## src/rtl/csgate_fanout_reg.sv

```systemverilog
module csgate_fanout_reg #(
  parameter int DW  = 28,
  parameter int NCS = 2
) (
  input  logic           clk,
  input  logic           rst_n,
  input  logic           gate_en,
  input  logic [NCS-1:0] cs_n,
  input  logic [DW-1:0]  d,
  output logic [DW-1:0]  q_a,
  output logic [DW-1:0]  q_b,
  output logic [NCS-1:0] qcs_n
);

  logic [1:0] rsync;
  logic       run;
  logic       hold;

  always_ff @(posedge clk or negedge rst_n)
    if (!rst_n) rsync <= '0;
    else        rsync <= {rsync[0], 1'b1};

  assign run  = rsync[1];
  assign hold = gate_en & (&cs_n);

  always_ff @(posedge clk or negedge rst_n)
    if (!rst_n)     q_a <= '0;
    else if (!run)  q_a <= '0;
    else if (!hold) q_a <= d;

  always_ff @(posedge clk or negedge rst_n)
    if (!rst_n)     q_b <= '0;
    else if (!run)  q_b <= '0;
    else if (!hold) q_b <= d;

  always_ff @(posedge clk or negedge rst_n)
    if (!rst_n)    qcs_n <= '0;
    else if (!run) qcs_n <= '0;
    else           qcs_n <= cs_n;

  AST_COPIES_MATCH: assert property (@(posedge clk) q_a == q_b);
  AST_RESET_CLEARS: assert property (@(posedge clk) !rst_n |=> (q_a == '0 && q_b == '0 && qcs_n == '0));
  AST_OPEN_CAPTURES: assert property (@(posedge clk) disable iff (!run) !hold |=> q_a == $past(d));
  AST_GATED_HOLDS: assert property (@(posedge clk) disable iff (!run) hold |=> $stable(q_a));
  AST_GATE_OFF_IGNORES_CS: assert property (@(posedge clk) disable iff (!run) (!gate_en && (&cs_n)) |=> q_a == $past(d));
  AST_CS_PASSES: assert property (@(posedge clk) disable iff (!run) 1'b1 |=> qcs_n == $past(cs_n));
  AST_RELEASE_QUIET: assert property (@(posedge clk) disable iff (!rst_n) $rose(rst_n) |=> (q_a == '0 && qcs_n == '0));

endmodule

```

## config.mk

```make
export PLATFORM = sky130hd
export DESIGN_NAME = csgate_fanout_reg
export DESIGN_NICKNAME = d
export VERILOG_FILES = /design/src/rtl/csgate_fanout_reg.sv
export SDC_FILE = /design/constraint.sdc
export NUM_CORES = 1
export LEC_CHECK = 0
export BUFFER_PORTS_ARGS = -buffer_cell sky130_fd_sc_hd__buf_2
export CAP_MARGIN = 0
export CORE_MARGIN = 3
export CORE_UTILIZATION = 28
export CTS_CLUSTER_SIZE = 40
export DETAILED_ROUTE_END_ITERATION = 7
export GPL_ROUTABILITY_DRIVEN = 0
export GPL_TIMING_DRIVEN = 1
export HOLD_SLACK_MARGIN = 0.1
export PLACE_DENSITY_LB_ADDON = 0.2
export SLEW_MARGIN = 20
export SYNTH_ARGS = -nofsm -noshare
export SYNTH_HDL_FRONTEND = slang
export SYNTH_SLANG_ARGS = --single-unit
```

## constraint.sdc

```tcl
create_clock -name clk -period 1.4 [get_ports clk]
set_input_delay 0.14 -clock clk [delete_from_list [all_inputs] [get_ports clk]]
set_output_delay 0.14 -clock clk [all_outputs]
set_load 0.05 [all_outputs]
```

# After elaboration in Yosys (flattened, before gate mapping)
# Cells that the tools add are included.
[totals]
regBits = 32
in_bits = 33
out_inout_bits = 58
wordCells = 9
[op_classes]
n_eq_ne = 1
muxes = 3
bitwise = 1
reduce_logical = 1
[op_table]
columns = ["op", "n"]
rows = [
  ["$mux 28", 2],
  ["$mux 2", 1],
  ["$ne 2x2->1 const B", 1],
  ["$reduce_and 2->1", 1],
  ["$and 1x1->1", 1],
]

# Logic depth before layout (Yosys ltp)
[depth]
depth_word = 4
ltp_mapped = 4
ltp_nobuf = 2

# Worst setup path before layout
# No wires, ideal clock.
[synth_path]
path_kind = "reg-to-output"
startpoint = "register, netlist name q_a[0]"
endpoint = "output q_b[0]"
t_arrival_ps = 904
required_ps = 1260
setup_slack_ps = 356
stages_incl_launch_ff = 2
n_path_buf = 1
cell_sequence = "dfrtp_1 > buf_4"
[synth_lines]
columns = ["element", "line", "rtl"]
rows = [
  ["to (decl)", "11", "output logic [DW-1:0] q_b,"],
]

# Final worst setup path
[layout_path]
startpoint = "input cs_n[1]"
endpoint = "register q_a[22]"
[layout_between]
elab_chain_len = 3
[layout_lines]
columns = ["element", "line", "rtl"]
rows = [
  ["from (decl)", "8", "input logic [NCS-1:0] cs_n,"],
  ["$reduce_and 2->1", "24", "assign hold = gate_en & (&cs_n);"],
  ["$and 1x1->1", "24", ""],
  ["$ne 2x2->1 (no source line)", "n/a", ""],
  ["to (signal assigned)", "27", "if (!rst_n) q_a <= '0;"],
  ["to (signal assigned)", "28", "else if (!run) q_a <= '0;"],
  ["to (signal assigned)", "29", "else if (!hold) q_a <= d;"],
  ["to (decl)", "10", "output logic [DW-1:0] q_a,"],
]
# Every way passes these cells.
# A chain may end at the register's enable or synchronous reset.

==> metrics.csv <==
metric;value;unit
FF-to-FF Start;rsync[1];
Hold WC Path Type;in2reg;
hold path depth;3;
largest cells by area after synthesis;dfrtp_1 (49%), mux2i_1 (17%), buf_4 (13%);
maximum VDD drop;0.374;mV
#FFs+latches synth;32;
Fin. Hold Viols;0;
Crit Path Class;in2reg;
Yosys cell types;11;
post-route ant nets;0;
FF-to-FF End;q_a[25];
data arrival time of the worst path;1.53;ns
Routed WL;3.73;mm
share of layout cells above drive strength 1;43.5;%
core area;5540;µm²
P per Cell Area;1140;nW/µm²
IO Pins;91;
FILL cells;580;
yosys warns;0;
Fin Clk Skew;0.00649;ns
Slew Viols, Final;0;
Final min period;1.34;ns
Synth top area share;49.5;%
critical path's slowest cell;dlygate4sd3_1;
# diodes;0;
CP Capture Type;flip-flop;
floorplan die height;82.0;µm
Final Setup Violations;0;
vias per cell;4.03;
largest area contributor in the netlist;dfrtp_1;
worst skew pair latency;0.28;ns
post-synthesis cell count;157;
LEAKAGE;1.13;nW
worst path required time;1.60;ns
max-cap viol count;0;
cell breakdown of the critical path;dlygate4sd3_1 -> buf_2 -> and3_2 -> mux2i_1;
largest net degree at the start of global routing;33;
initial antenna violation count;0;
row count;27;
r2r setup slk;0.34;ns
CTS Sinks;32;
Worst Hold End;q_a[27];
total CTS buffers;5;
Port Buf Inserts;90;
drt drc;0;
startpoint types;primary input;
first-pass iteration count of the detailed router;4;
worst hold slack;0.107;ns
via count;1246;
nets;269;
DIE WIDTH;82.0;µm
Worst Min Path Start;d[27];
gr ovfl total;0;
CP max FO;14;
Syn Nets;190;
area of the mapped netlist;1620;µm²
first-pass GRT wire length;5.64;mm
R2R depth;3;
dpl hpwl;2.44;mm
P&R area growth vs syn;31.7;%
root buf cell;clkbuf_8;
Final TNS setup;0;ns
Worst path max stage delay;0.52;ns
sequential element share of the synthesized area;49.5;%
fin crit share;95.5;%
Starting Density;29.2;%
Clock Path Buffers;2;
RSZ-0062 raised after global routing;false;
DR WL/cell;12.1;µm
Avg Cell Area, Syn;10.3;µm²
fmax;748;MHz
H-tree Lvls;2;
number of global-route vias before repair;1182;
gr usage total;11.0;%
Total Die Area;6730;µm²
PostCTS Resize Cnt;0;
TritonCTS clock tree;yes;
DR iter-0 viols;40;
Worst-path clk slew;0.07;ns
status;completed;
-- critical path: cells and delay by family --
family,cells,cell delay (ns)
buffers and inverters,2,0.65
AND/OR/NAND/NOR,1,0.50
multiplexers,1,0.24
-- repair_timing --
item                                   4_1_cts  5_1_grt
hold buffers                                14        1
buffers inserted                             0        0
endpoints found under the hold margin       27        1
setup endpoints to repair                    0        1
-- metrics by stage --
stage / utilization (%) / cell area [µm²] / std cells / total power [W] / worst slack [ns]
2_1_floorplan: - / 1620 / 157 / 0.00160 / 0.356
3_3_place_gp: 34.0 / 1880 / 285 / 0.00171 / 0.318
3_5_place_dp: 34.0 / 1880 / 285 / 0.00171 / 0.278
4_1_cts: 38.2 / 2110 / 307 / 0.00248 / 0.0367
5_1_grt: 38.5 / 2130 / 309 / 0.00259 / 0.0176
6_report: 38.5 / 2130 / 309 / 0.00244 / 0.0635
-- cell usage in the layout, fill, tap and decap left out, drive strengths merged --
cell type	count
nand2	56
dlygate4sd3	15
conb	1
buf	93
mux2i	28
and2	2
clkbuf	8
dfrtp	32
and3	2
-- how the worst max path moves through the flow --
stage,start,end,slack [ns],cells after the start
floorplan,q_a[0],q_b[0],0.36,1
global placement,cs_n[1],q_a[14],0.32,3
detailed placement,cs_n[1],q_a[25],0.28,3
CTS,cs_n[1],q_a[25],0.04,4
global route,cs_n[1],q_a[3],0.02,4
finish,cs_n[1],q_a[22],0.06,4
-- logic make-up after synthesis --
kind of cell	after synthesis	share of synthesized area [%]
buffers and inverters	37	18.5
flip-flops	32	49.5
multiplexers	28	17.3
other	1	0.232
AND/OR/NAND/NOR	59	14.5
-- layer usage --
metal | GRT usage, % | part of all wire (%) | up-vias
met5 | 0 | 0 | -
met4 | 2.49 | 0.11 | 0
met3 | 4.50 | 8.5 | 2
met2 | 17.8 | 46 | 57
met1 | 13.7 | 45 | 562
li1 | - | - | 625
-- cell type report --
type	count	area (µm²)	area share (%)
Clock buffer	8	90.1	4.23
Tap cell	72	90.1	4.23
Multi-Input combinational cell	89	527	24.7
Sequential cell	32	802	37.6
Timing Repair Buffer	108	623	29.2
-- registers in the layout, indices dropped and copies added, names as in the netlist --
| name | flops |
|---|---|
| q_a | 28 |
| qcs_n | 2 |
| rsync | 2 |
-- report_power, final --
| group | switching (W) | internal [W] | total, W |
|---|---|---|---|
| Sequential | 0.0000405 | 0.000981 | 0.00102 |
| Clock | 0.000320 | 0.000401 | 0.000720 |
| Combinational | 0.000517 | 0.000181 | 0.000698 |
| Total | 0.000877 | 0.00156 | 0.00244 |
-- synth_stat cells --
cell type and count:
nand2_1 56, clkbuf_1 3, and2_1 1, and2_2 1, conb_1 1, buf_12 3, buf_4 29, buf_2 2
mux2i_1 28, dfrtp_1 32, and3_4 1
(Power assumes the default switching activity.)
